===== src/rtl/dac_cmd_pkg.sv =====
package dac_cmd_pkg;

  typedef enum logic [1:0] {
    OP_LOAD = 2'b00,
    OP_UP   = 2'b01,
    OP_DOWN = 2'b10,
    OP_NONE = 2'b11
  } dac_op_e;

  localparam int OP_W = 2;

endpackage


===== src/rtl/dac_frame_rx.sv =====
module dac_frame_rx #(
  parameter int FRAME_BITS = 18
) (
  input  logic                  clk,
  input  logic                  rst_n,
  input  logic                  sclk,
  input  logic                  din,
  input  logic                  sync_n,
  input  logic                  lock,
  output logic                  frame_ok,
  output logic [FRAME_BITS-1:0] frame_word
);
  localparam int CNT_W   = $clog2(FRAME_BITS + 2);
  localparam int CNT_SAT = FRAME_BITS + 1;

  logic             sclk_q;
  logic             sync_q;
  logic [CNT_W-1:0] edge_cnt;
  logic             edge_take;
  logic             sync_rise;

  assign edge_take = sclk_q && !sclk && !sync_n && !lock;
  assign sync_rise = !sync_q && sync_n;

  always_ff @(posedge clk) begin
    if (!rst_n) begin
      sclk_q     <= 1'b0;
      sync_q     <= 1'b1;
      edge_cnt   <= '0;
      frame_word <= '0;
      frame_ok   <= 1'b0;
    end else begin
      sclk_q   <= sclk;
      sync_q   <= sync_n;
      frame_ok <= sync_rise && (edge_cnt == CNT_W'(FRAME_BITS));
      if (sync_n) begin
        edge_cnt <= '0;
      end else if (edge_take) begin
        frame_word <= {frame_word[FRAME_BITS-2:0], din};
        if (edge_cnt != CNT_W'(CNT_SAT)) edge_cnt <= edge_cnt + 1'b1;
      end
    end
  end
endmodule


===== src/rtl/dac_busy_timer.sv =====
module dac_busy_timer #(
  parameter int TMR_W = 12
) (
  input  logic             clk,
  input  logic             rst_n,
  input  logic             start,
  input  logic [TMR_W-1:0] len,
  output logic             busy,
  output logic             done
);
  logic [TMR_W-1:0] remain;

  assign busy = (remain != '0);
  assign done = (remain == TMR_W'(1));

  always_ff @(posedge clk) begin
    if (!rst_n)          remain <= '0;
    else if (start)      remain <= len;
    else if (remain != '0) remain <= remain - 1'b1;
  end
endmodule


===== src/rtl/dac_cmd_exec.sv =====
module dac_cmd_exec
  import dac_cmd_pkg::*;
#(
  parameter int NUM_CH       = 16,
  parameter int AW           = 4,
  parameter int CODE_W       = 12,
  parameter int FRAC_W       = 2,
  parameter int STEP_W       = 7,
  parameter int FRAME_BITS   = 18,
  parameter int TMR_W        = 12,
  parameter int WRITE_CYCLES = 2500,
  parameter int STEP_CYCLES  = 100
) (
  input  logic                           clk,
  input  logic                           rst_n,
  input  logic                           frame_ok,
  input  logic [FRAME_BITS-1:0]          frame_word,
  input  logic [NUM_CH*(CODE_W+FRAC_W)-1:0] cur_codes,
  input  logic                           tmr_done,
  output logic                           cmd_start,
  output logic [TMR_W-1:0]               cmd_len,
  output logic                           wr_en,
  output logic [AW-1:0]                  wr_addr,
  output logic [CODE_W+FRAC_W-1:0]       wr_data,
  output logic                           upd_stb,
  output logic [AW-1:0]                  upd_chan
);
  localparam int FINE_W = CODE_W + FRAC_W;
  localparam logic [FINE_W-1:0] FINE_MAX = '1;

  function automatic logic [FINE_W-1:0] coarse_to_fine(input logic [CODE_W-1:0] c);
    return {c, {FRAC_W{1'b0}}};
  endfunction

  function automatic logic [FINE_W-1:0] step_up(input logic [FINE_W-1:0] cur,
                                                input logic [STEP_W-1:0] s);
    logic [FINE_W:0] sum;
    sum = {1'b0, cur} + (FINE_W+1)'(s);
    return sum[FINE_W] ? FINE_MAX : sum[FINE_W-1:0];
  endfunction

  function automatic logic [FINE_W-1:0] step_down(input logic [FINE_W-1:0] cur,
                                                  input logic [STEP_W-1:0] s);
    return (cur < FINE_W'(s)) ? '0 : cur - FINE_W'(s);
  endfunction

  dac_op_e          in_op;
  dac_op_e          cmd_op;
  logic [AW-1:0]    cmd_addr;
  logic [CODE_W-1:0] cmd_data;
  logic [FINE_W-1:0] cur_sel;

  assign in_op     = dac_op_e'(frame_word[FRAME_BITS-1 -: OP_W]);
  assign cmd_start = frame_ok && (in_op != OP_NONE);
  assign cmd_len   = (in_op == OP_LOAD) ? TMR_W'(WRITE_CYCLES) : TMR_W'(STEP_CYCLES);

  always_ff @(posedge clk) begin
    if (!rst_n) begin
      cmd_op   <= OP_NONE;
      cmd_addr <= '0;
      cmd_data <= '0;
    end else if (cmd_start) begin
      cmd_op   <= in_op;
      cmd_addr <= frame_word[CODE_W +: AW];
      cmd_data <= frame_word[CODE_W-1:0];
    end
  end

  always_comb begin
    cur_sel = '0;
    for (int i = 0; i < NUM_CH; i++)
      if (cmd_addr == AW'(i)) cur_sel = cur_codes[i*FINE_W +: FINE_W];
  end

  always_comb begin
    unique case (cmd_op)
      OP_LOAD: wr_data = coarse_to_fine(cmd_data);
      OP_UP:   wr_data = step_up(cur_sel, cmd_data[STEP_W-1:0]);
      OP_DOWN: wr_data = step_down(cur_sel, cmd_data[STEP_W-1:0]);
      default: wr_data = cur_sel;
    endcase
  end

  assign wr_en   = tmr_done;
  assign wr_addr = cmd_addr;

  always_ff @(posedge clk) begin
    if (!rst_n) begin
      upd_stb  <= 1'b0;
      upd_chan <= '0;
    end else begin
      upd_stb <= tmr_done;
      if (tmr_done) upd_chan <= cmd_addr;
    end
  end
endmodule


===== src/rtl/dac_code_bank.sv =====
module dac_code_bank #(
  parameter int NUM_CH = 16,
  parameter int AW     = 4,
  parameter int FINE_W = 14
) (
  input  logic                     clk,
  input  logic                     rst_n,
  input  logic                     wr_en,
  input  logic [AW-1:0]            wr_addr,
  input  logic [FINE_W-1:0]        wr_data,
  output logic [NUM_CH*FINE_W-1:0] codes
);
  localparam logic [FINE_W-1:0] MID_CODE = FINE_W'(1) << (FINE_W - 1);

  for (genvar g = 0; g < NUM_CH; g++) begin : g_ch
    logic [FINE_W-1:0] code_q;
    always_ff @(posedge clk) begin
      if (!rst_n)                              code_q <= MID_CODE;
      else if (wr_en && (wr_addr == AW'(g)))   code_q <= wr_data;
    end
    assign codes[g*FINE_W +: FINE_W] = code_q;
  end
endmodule


===== src/rtl/dac_cmd_ctrl.sv =====
module dac_cmd_ctrl #(
  parameter int NUM_CH       = 16,
  parameter int CODE_W       = 12,
  parameter int FRAC_W       = 2,
  parameter int STEP_W       = 7,
  parameter int WRITE_CYCLES = 2500,
  parameter int STEP_CYCLES  = 100
) (
  input  logic                                 clk,
  input  logic                                 rst_n,
  input  logic                                 sclk,
  input  logic                                 din,
  input  logic                                 sync_n,
  output logic                                 busy_n,
  output logic                                 upd_stb,
  output logic [$clog2(NUM_CH)-1:0]            upd_chan,
  output logic [NUM_CH*(CODE_W+FRAC_W)-1:0]    chan_codes
);
  localparam int AW         = $clog2(NUM_CH);
  localparam int FINE_W     = CODE_W + FRAC_W;
  localparam int FRAME_BITS = dac_cmd_pkg::OP_W + AW + CODE_W;
  localparam int LONGEST    = (WRITE_CYCLES > STEP_CYCLES) ? WRITE_CYCLES : STEP_CYCLES;
  localparam int TMR_W      = $clog2(LONGEST + 1);

  logic                  frame_ok;
  logic [FRAME_BITS-1:0] frame_word;
  logic                  cmd_start;
  logic [TMR_W-1:0]      cmd_len;
  logic                  tmr_busy;
  logic                  tmr_done;
  logic                  wr_en;
  logic [AW-1:0]         wr_addr;
  logic [FINE_W-1:0]     wr_data;

  assign busy_n = !tmr_busy;

  dac_frame_rx #(.FRAME_BITS(FRAME_BITS)) u_rx (
    .clk(clk), .rst_n(rst_n), .sclk(sclk), .din(din), .sync_n(sync_n),
    .lock(tmr_busy), .frame_ok(frame_ok), .frame_word(frame_word)
  );

  dac_cmd_exec #(
    .NUM_CH(NUM_CH), .AW(AW), .CODE_W(CODE_W), .FRAC_W(FRAC_W), .STEP_W(STEP_W),
    .FRAME_BITS(FRAME_BITS), .TMR_W(TMR_W),
    .WRITE_CYCLES(WRITE_CYCLES), .STEP_CYCLES(STEP_CYCLES)
  ) u_exec (
    .clk(clk), .rst_n(rst_n), .frame_ok(frame_ok), .frame_word(frame_word),
    .cur_codes(chan_codes), .tmr_done(tmr_done), .cmd_start(cmd_start),
    .cmd_len(cmd_len), .wr_en(wr_en), .wr_addr(wr_addr), .wr_data(wr_data),
    .upd_stb(upd_stb), .upd_chan(upd_chan)
  );

  dac_busy_timer #(.TMR_W(TMR_W)) u_tmr (
    .clk(clk), .rst_n(rst_n), .start(cmd_start), .len(cmd_len),
    .busy(tmr_busy), .done(tmr_done)
  );

  dac_code_bank #(.NUM_CH(NUM_CH), .AW(AW), .FINE_W(FINE_W)) u_bank (
    .clk(clk), .rst_n(rst_n), .wr_en(wr_en), .wr_addr(wr_addr),
    .wr_data(wr_data), .codes(chan_codes)
  );
endmodule


===== config.mk =====
export PLATFORM = sky130hd
export DESIGN_NAME = dac_cmd_ctrl
export DESIGN_NICKNAME = d
export VERILOG_FILES = /design/src/rtl/dac_cmd_pkg.sv /design/src/rtl/dac_frame_rx.sv /design/src/rtl/dac_busy_timer.sv /design/src/rtl/dac_cmd_exec.sv /design/src/rtl/dac_code_bank.sv /design/src/rtl/dac_cmd_ctrl.sv
export SDC_FILE = /design/constraint.sdc
export NUM_CORES = 1
export LEC_CHECK = 0
export BUFFER_PORTS_ARGS = -buffer_cell sky130_fd_sc_hd__buf_2
export CAP_MARGIN = 5
export CORE_ASPECT_RATIO = 0.5
export CORE_UTILIZATION = 50
export DETAILED_ROUTE_END_ITERATION = 7
export HOLD_SLACK_MARGIN = 0.15
export PLACE_DENSITY = 0.76
export SYNTH_ARGS = -nofsm -noshare
export SYNTH_HDL_FRONTEND = slang
export SYNTH_SLANG_ARGS = --single-unit

===== constraint.sdc =====
create_clock -name clk -period 8.7 [get_ports clk]
set_input_delay 0.435 -clock clk [delete_from_list [all_inputs] [get_ports clk]]
set_output_delay 0.435 -clock clk [all_outputs]
set_load 0.02 [all_outputs]

Yosys cells after proc, flatten, opt, wreduce, memory -nomap -nowiden
Cells that the tools add are included.

storage, ports and cells
  register bits after elaboration = 285
  memory bits (read-only) = 0
  logic and storage cells = 111
  output and inout port bits = 230
  memory bits (writable) = 0
  input port bits = 5
  memories kept = 0
  latch bits = 0

operators by class
  div/mod/pow operators = 0
  bitwise operators = 2
  equal/unequal tests = 21
  $mul = 0
  mux-type cells = 22
  reductions and logical operators = 34
  shift operators = 0
  $add $sub $neg = 4
  $lt $le $gt $ge = 1

operator list
  operator               number
  $mux 14                18
  $pmux 14 s3            1
  $mux 12                3
  $eq 4x4->1 const B     8
  $logic_and 1x1->1      22
  $eq 4x3->1 const B     4
  $add 14x7->15          1
  $lt 14x7->1            1
  $sub 14x7->14          1
  $eq 12x1->1 const B    1
  $reduce_bool 12->1     1
  $sub 12x1->12 const B  1
  $eq 4x2->1 const B     2
  $add 5x1->5 const B    1
  $eq 5x5->1 const B     1
  $ne 5x5->1 const B     1
  $eq 4x1->1 const B     1
  $logic_not 1->1        4
  $logic_not 2->1        2
  $logic_not 4->1        1
  $reduce_and 2->1       2
  $eq 2x1->1 const B     1
  $eq 2x2->1 const B     1
  $ne 2x2->1 const B     1
  3 further kinds        4

Depth between registers and ports, before layout
  depth after elaboration = 20
  gate-level depth with buffers = 26
  depth with buffers taken out = 19

Hierarchy
Synthesis repeated with hierarchy kept, for this count alone.

unflattened totals
  cells, all modules = 1641
  area total of the unflattened synthesis = 14772.9 µm²

by module, submodules not included
  module          seq. area each (µm²)  cells each  area an instance (µm²)  times used
  dac_code_bank   4484.3                780         8104.0                  1
  dac_cmd_exec    460.4                 656         4872.2                  1
  dac_frame_rx    520.5                 115         1012.2                  1
  dac_busy_timer  240.2                 89          780.7                   1
  dac_cmd_ctrl    0.0                   1           3.8                     1

Least setup slack after synthesis
OpenSTA, ideal clock, no wires.

  path type = flip-flop to flip-flop
  from = reg u_exec.cmd_addr[1] (netlist: u_exec.wr_addr[1])
  to = reg u_bank.g_ch[14].code_q[12]
  data required time = 8.554 ns
  library setup time = 0.146 ns
  buffers on the path = 6
  stages on the path, launching flop included = 24
  data arrival time = 4.944 ns
  slack = 3.610 ns
  period minus slack after synthesis = 5.090 ns
  cells stage by stage = dfxtp_1 > buf_6 > buf_6 > buf_6 > buf_6 > buf_4 > mux4_2 > a21boi_0 > nor3_1 > a221oi_1 > o21ai_0 > o21ai_0 > inv_1 > fa_1 > a21o_1 > a21oi_1 > o21bai_1 > a21oi_1 > o211ai_1 > nor4_1 > a21oi_1 > nor2_2 > buf_4 > o32ai_2

on the way
  word-level cells in the longest chain between the ends = 20
  elaborated cells on any way between the ends = 39
  those cells by class = 2 x add/sub; 1 x order compare; 15 x eq/ne; 19 x mux; 2 x reduce/logical

RTL lines
  item                                   line                                    RTL
  from (decl)                            dac_cmd_exec.sv:49                      logic [AW-1:0] cmd_addr;
  from (signal assigned)                 dac_cmd_exec.sv:64                      cmd_addr <= frame_word[CODE_W +: AW];
  $logic_not 4->1                        dac_cmd_exec.sv:72                      if (cmd_addr == AW'(i)) cur_sel = cur_codes[i*FINE_W +: FINE_W];
  $mux 14 (16 in series)                 dac_cmd_exec.sv:72
  $sub 14x7->14 (tied with other cells)  dac_cmd_exec.sv:44                      return (cur < FINE_W'(s)) ? '0 : cur - FINE_W'(s);
  $mux 14, on equally long branches      dac_cmd_exec.sv:44, dac_cmd_exec.sv:39
  $pmux 14 s3                            dac_cmd_exec.sv:76                      unique case (cmd_op)
  to (signal assigned)                   dac_code_bank.sv:19                     else if (wr_en && (wr_addr == AW'(g))) code_q <= wr_data;
  to (decl)                              dac_code_bank.sv:16                     logic [FINE_W-1:0] code_q;

Several ways; a longest one is shown, not always the timed one.
A chain may end at the register's enable or synchronous reset.

Worst setup path in the final report
  from = reg u_exec.cmd_addr[1] (netlist: u_exec.wr_addr[1])
  to = reg u_bank.g_ch[0].code_q[3]

on the way
  word-level cells in the longest chain between the ends = 20
  elaborated cells on any way between the ends = 39
  those cells by class = 2 x add/sub; 1 x order compare; 15 x eq/ne; 19 x mux; 2 x reduce/logical

RTL lines
  item                                   line
  $logic_not 4->1                        dac_cmd_exec.sv:72, dac_code_bank.sv:19
  $mux 14 (16 in series)                 dac_cmd_exec.sv:72
  $sub 14x7->14 (tied with other cells)  dac_cmd_exec.sv:44
  $mux 14, on equally long branches      dac_cmd_exec.sv:44, dac_cmd_exec.sv:39
  $pmux 14 s3                            dac_cmd_exec.sv:76
  to (signal assigned)                   dac_code_bank.sv:19
  to (decl)                              dac_code_bank.sv:16

Several ways; a longest one is shown, not always the timed one.

==> metrics <==
H-Tree Depth=1; Initial Util=0.519; initial detailed-routing violation count=2238; RSZ-0062 raised after global routing=false; Final HPWL DP=37.8 mm; antenna violations before repair=1; Slew headroom=0.0955; core footprint=27000 um2; Synth Instances=1636; CP max FO=52; area delta synth->final=15.3%; CTS tree=done; ys async rst share=0; main flop type after synthesis=dfxtp_1; DRC viols=0; WL final=53.7 mm; M2 GR Usage=0.523; library cells used by synthesis=106; Clk pin slew, worst setup/hold paths=0.07 ns; fin crit share=0.799; die area=28700 um2; Inst Count DP=2150; worst skew pair latency=0.56 ns; Synth area leader=dfxtp_1; die height=120 um; routability cong.=1.01; Num CTS Buffers=26; Final Max Tran Viols=0; vias in the first global route=12778; # fillers=2391; Pre-antenna DRT Iters=8; grt met1 use=0.514; setup TNS=0 ns; global-route wire length before repair=79.9 mm; mapped cell area=14000 um2; register area share after synthesis=0.408; Die Wd=238 um; final number of setup-violating endpoints=0; fin crit period=6.95 ns; IO buf count=234; Max Clock Freq=144 MHz; FP Rows=42; met3 Resource Use GR=0.102; worst vdd ir=0.202 mV; Power Density=177 nW/um2; Clock Skew=0.0195 ns; status=completed; Syn. warnings=0; crit end category=flop; #FFs+latches synth=285; Final Hold Violating Endpoints=0; layout net count=1832; Leak=0.00618 uW; remaining global-route overflow=0; Worst EP arrival=7.34 ns; Clock Root Buffer=clkbuf_16; Max Cap Viol=0; EDFF count, synth=0; Hold WS=0.380 ns; worst hold path class=reg2reg; All-Layer GR Usage=0.362; Worst-Margin Slew=1.36 ns; via/cell ratio=6.57; layout cells sized above 1=0.226; crit start category=flop; GRT Max-Usage Layer=met2; post-synth top area share=0.408; Longest Clk Path Bufs=3; synth top area cells=dfxtp_1, nand2_1, nor2_1; Setup Crit Path Kind=reg2reg; IO Pins=235; post_cts resized=0; Routed Antenna Nets=0; Num Clock Sinks=285; Syn Nets=1661; Vias=14447; largest net degree at the start of global routing=88; CP Data Required Time=9.10 ns; Layout Cells excl Fill=2200; Avg Inst Size Synth=8.55 um2; ANT cells=0; DR WL/cell=24.4 um
## layout make-up
| class | count | area, um2 | share of cell area |
|---|---|---|---|
| clock inverters | 13 | 120 | 0.00745 |
| well taps | 374 | 468 | 0.0290 |
| inverters | 32 | 120 | 0.00745 |
| repair buffers | 266 | 1420 | 0.0882 |
| multi-input cells | 1196 | 7520 | 0.467 |
| flip-flops and latches | 285 | 5720 | 0.355 |
| clock buffers | 34 | 751 | 0.0466 |
## report_power, final
part | internal, uW | switching, uW | total, uW
registers | 1330 | 21.6 | 1350
logic | 102 | 216 | 317
clock network | 645 | 548 | 1190
total | 2070 | 786 | 2860
## worst paths after layout
path	slack [ns]	start	endpoint	cells after the start
hold reg to reg	0.38	u_rx.sync_q	u_rx.frame_ok	1
setup / recovery	1.75	u_exec.wr_addr[1]	u_bank.g_ch[0].code_q[3]	15
setup reg to reg	1.75	u_exec.wr_addr[1]	u_bank.g_ch[0].code_q[3]	15
hold / removal	0.38	u_rx.sync_q	u_rx.frame_ok	1
## critical path: stages, from the launching register on
cell	delay [ns]
dfxtp_4	0.89
buf_4	0.58
nand2_1	0.42
o41ai_1	0.96
ha_1	0.32
inv_1	0.06
fa_1	0.40
a21o_1	0.19
a21oi_1	0.22
o21bai_1	0.09
a21oi_1	0.22
o211ai_1	0.33
o31ai_4	0.78
nor3b_1	0.14
o21bai_2	0.87
o21ai_0	0.25
## cell families (layout without fill, tap and decap cells)
logic type	count (synthesis)	in the layout	synth area share
and+or+nand+nor	581	581	0.182
AOI/OAI and AO/OA	523	523	0.272
DFF	285	285	0.408
buffers and inverters	155	345	0.0543
muxes	51	51	0.0516
xor gates and xnor gates	21	21	0.0132
adders and majority gates	20	20	0.0190
## cell usage after synthesis, drive strengths merged (7+ instances only)
cell / count
clkbuf: 64
o32ai: 48
nand2b: 9
a211oi: 49
a221oi: 8
ha: 18
a31oi: 25
o221ai: 9
mux2i: 21
dfxtp: 285
o211ai: 20
o22ai: 48
nand3: 37
a21oi: 109
nand2: 303
nor4: 9
buf: 59
xnor2: 13
mux4: 15
a22oi: 7
nor2b: 11
nor2: 150
xor2: 8
o21ai: 106
nor3: 23
inv: 30
mux2: 15
o31ai: 21
and3: 7
## routing by layer
metal / routed length (um) / up-vias
met4: 2260 / 0
met5: 0 / -
met3: 7110 / 183
li1: - / 6323
met1: 21900 / 6836
met2: 22400 / 1105
## through the flow
step / area (um2) / setup WS, ns / util / total power (uW)
after floorplan: 14000 / 3.61 / - / 1600
after global placement: 15200 / 2.36 / 0.565 / 1680
after detailed placement: 15200 / 2.18 / 0.565 / 1680
after CTS: 16100 / 2.13 / 0.598 / 2850
after global routing: 16100 / 1.57 / 0.598 / 2940
final: 16100 / 1.75 / 0.598 / 2860
## registers in the layout, indices dropped and copies added, names as in the netlist
signal              flops
u_bank.g_ch.code_q    224
u_rx.frame_word        18
u_exec.cmd_data        12
u_tmr.remain           12
u_rx.edge_cnt           5
u_exec.upd_chan         4
u_exec.wr_addr          4
u_exec.cmd_op           2
u_exec.upd_stb          1
u_rx.frame_ok           1
u_rx.sclk_q             1
u_rx.sync_q             1
## layout by cell type (no fill, tap or decap), types with 8 or more instances in the layout
cell type | synthesis | layout
nor4_1 | 8 | 8
o22ai_1 | 47 | 47
xnor2_1 | 13 | 13
a31oi_1 | 25 | 25
a21oi_1 | 107 | 107
nor2b_1 | 11 | 10
inv_1 | 27 | 27
nor3_1 | 20 | 20
clkbuf_16 | 0 | 26
mux2_2 | 12 | 12
mux4_2 | 15 | 15
o211ai_1 | 19 | 19
buf_2 | 25 | 233
nand3_1 | 37 | 37
o32ai_1 | 35 | 35
o31ai_1 | 19 | 19
a211oi_1 | 43 | 43
nor2_1 | 147 | 147
mux2i_1 | 21 | 21
ha_1 | 18 | 18
o21ai_1 | 12 | 12
o21ai_0 | 90 | 90
nand2_1 | 302 | 302
o32ai_2 | 13 | 13
buf_4 | 14 | 30
xor2_1 | 8 | 8
dfxtp_1 | 285 | 281
## repair_timing
action                     in CTS  in global routing
hold buffers                    3                  0
setup endpoints to repair       0                  0
buffers inserted                0                  0
hold endpoints to repair        3                  0
Power figures use the tool's default switching activity.
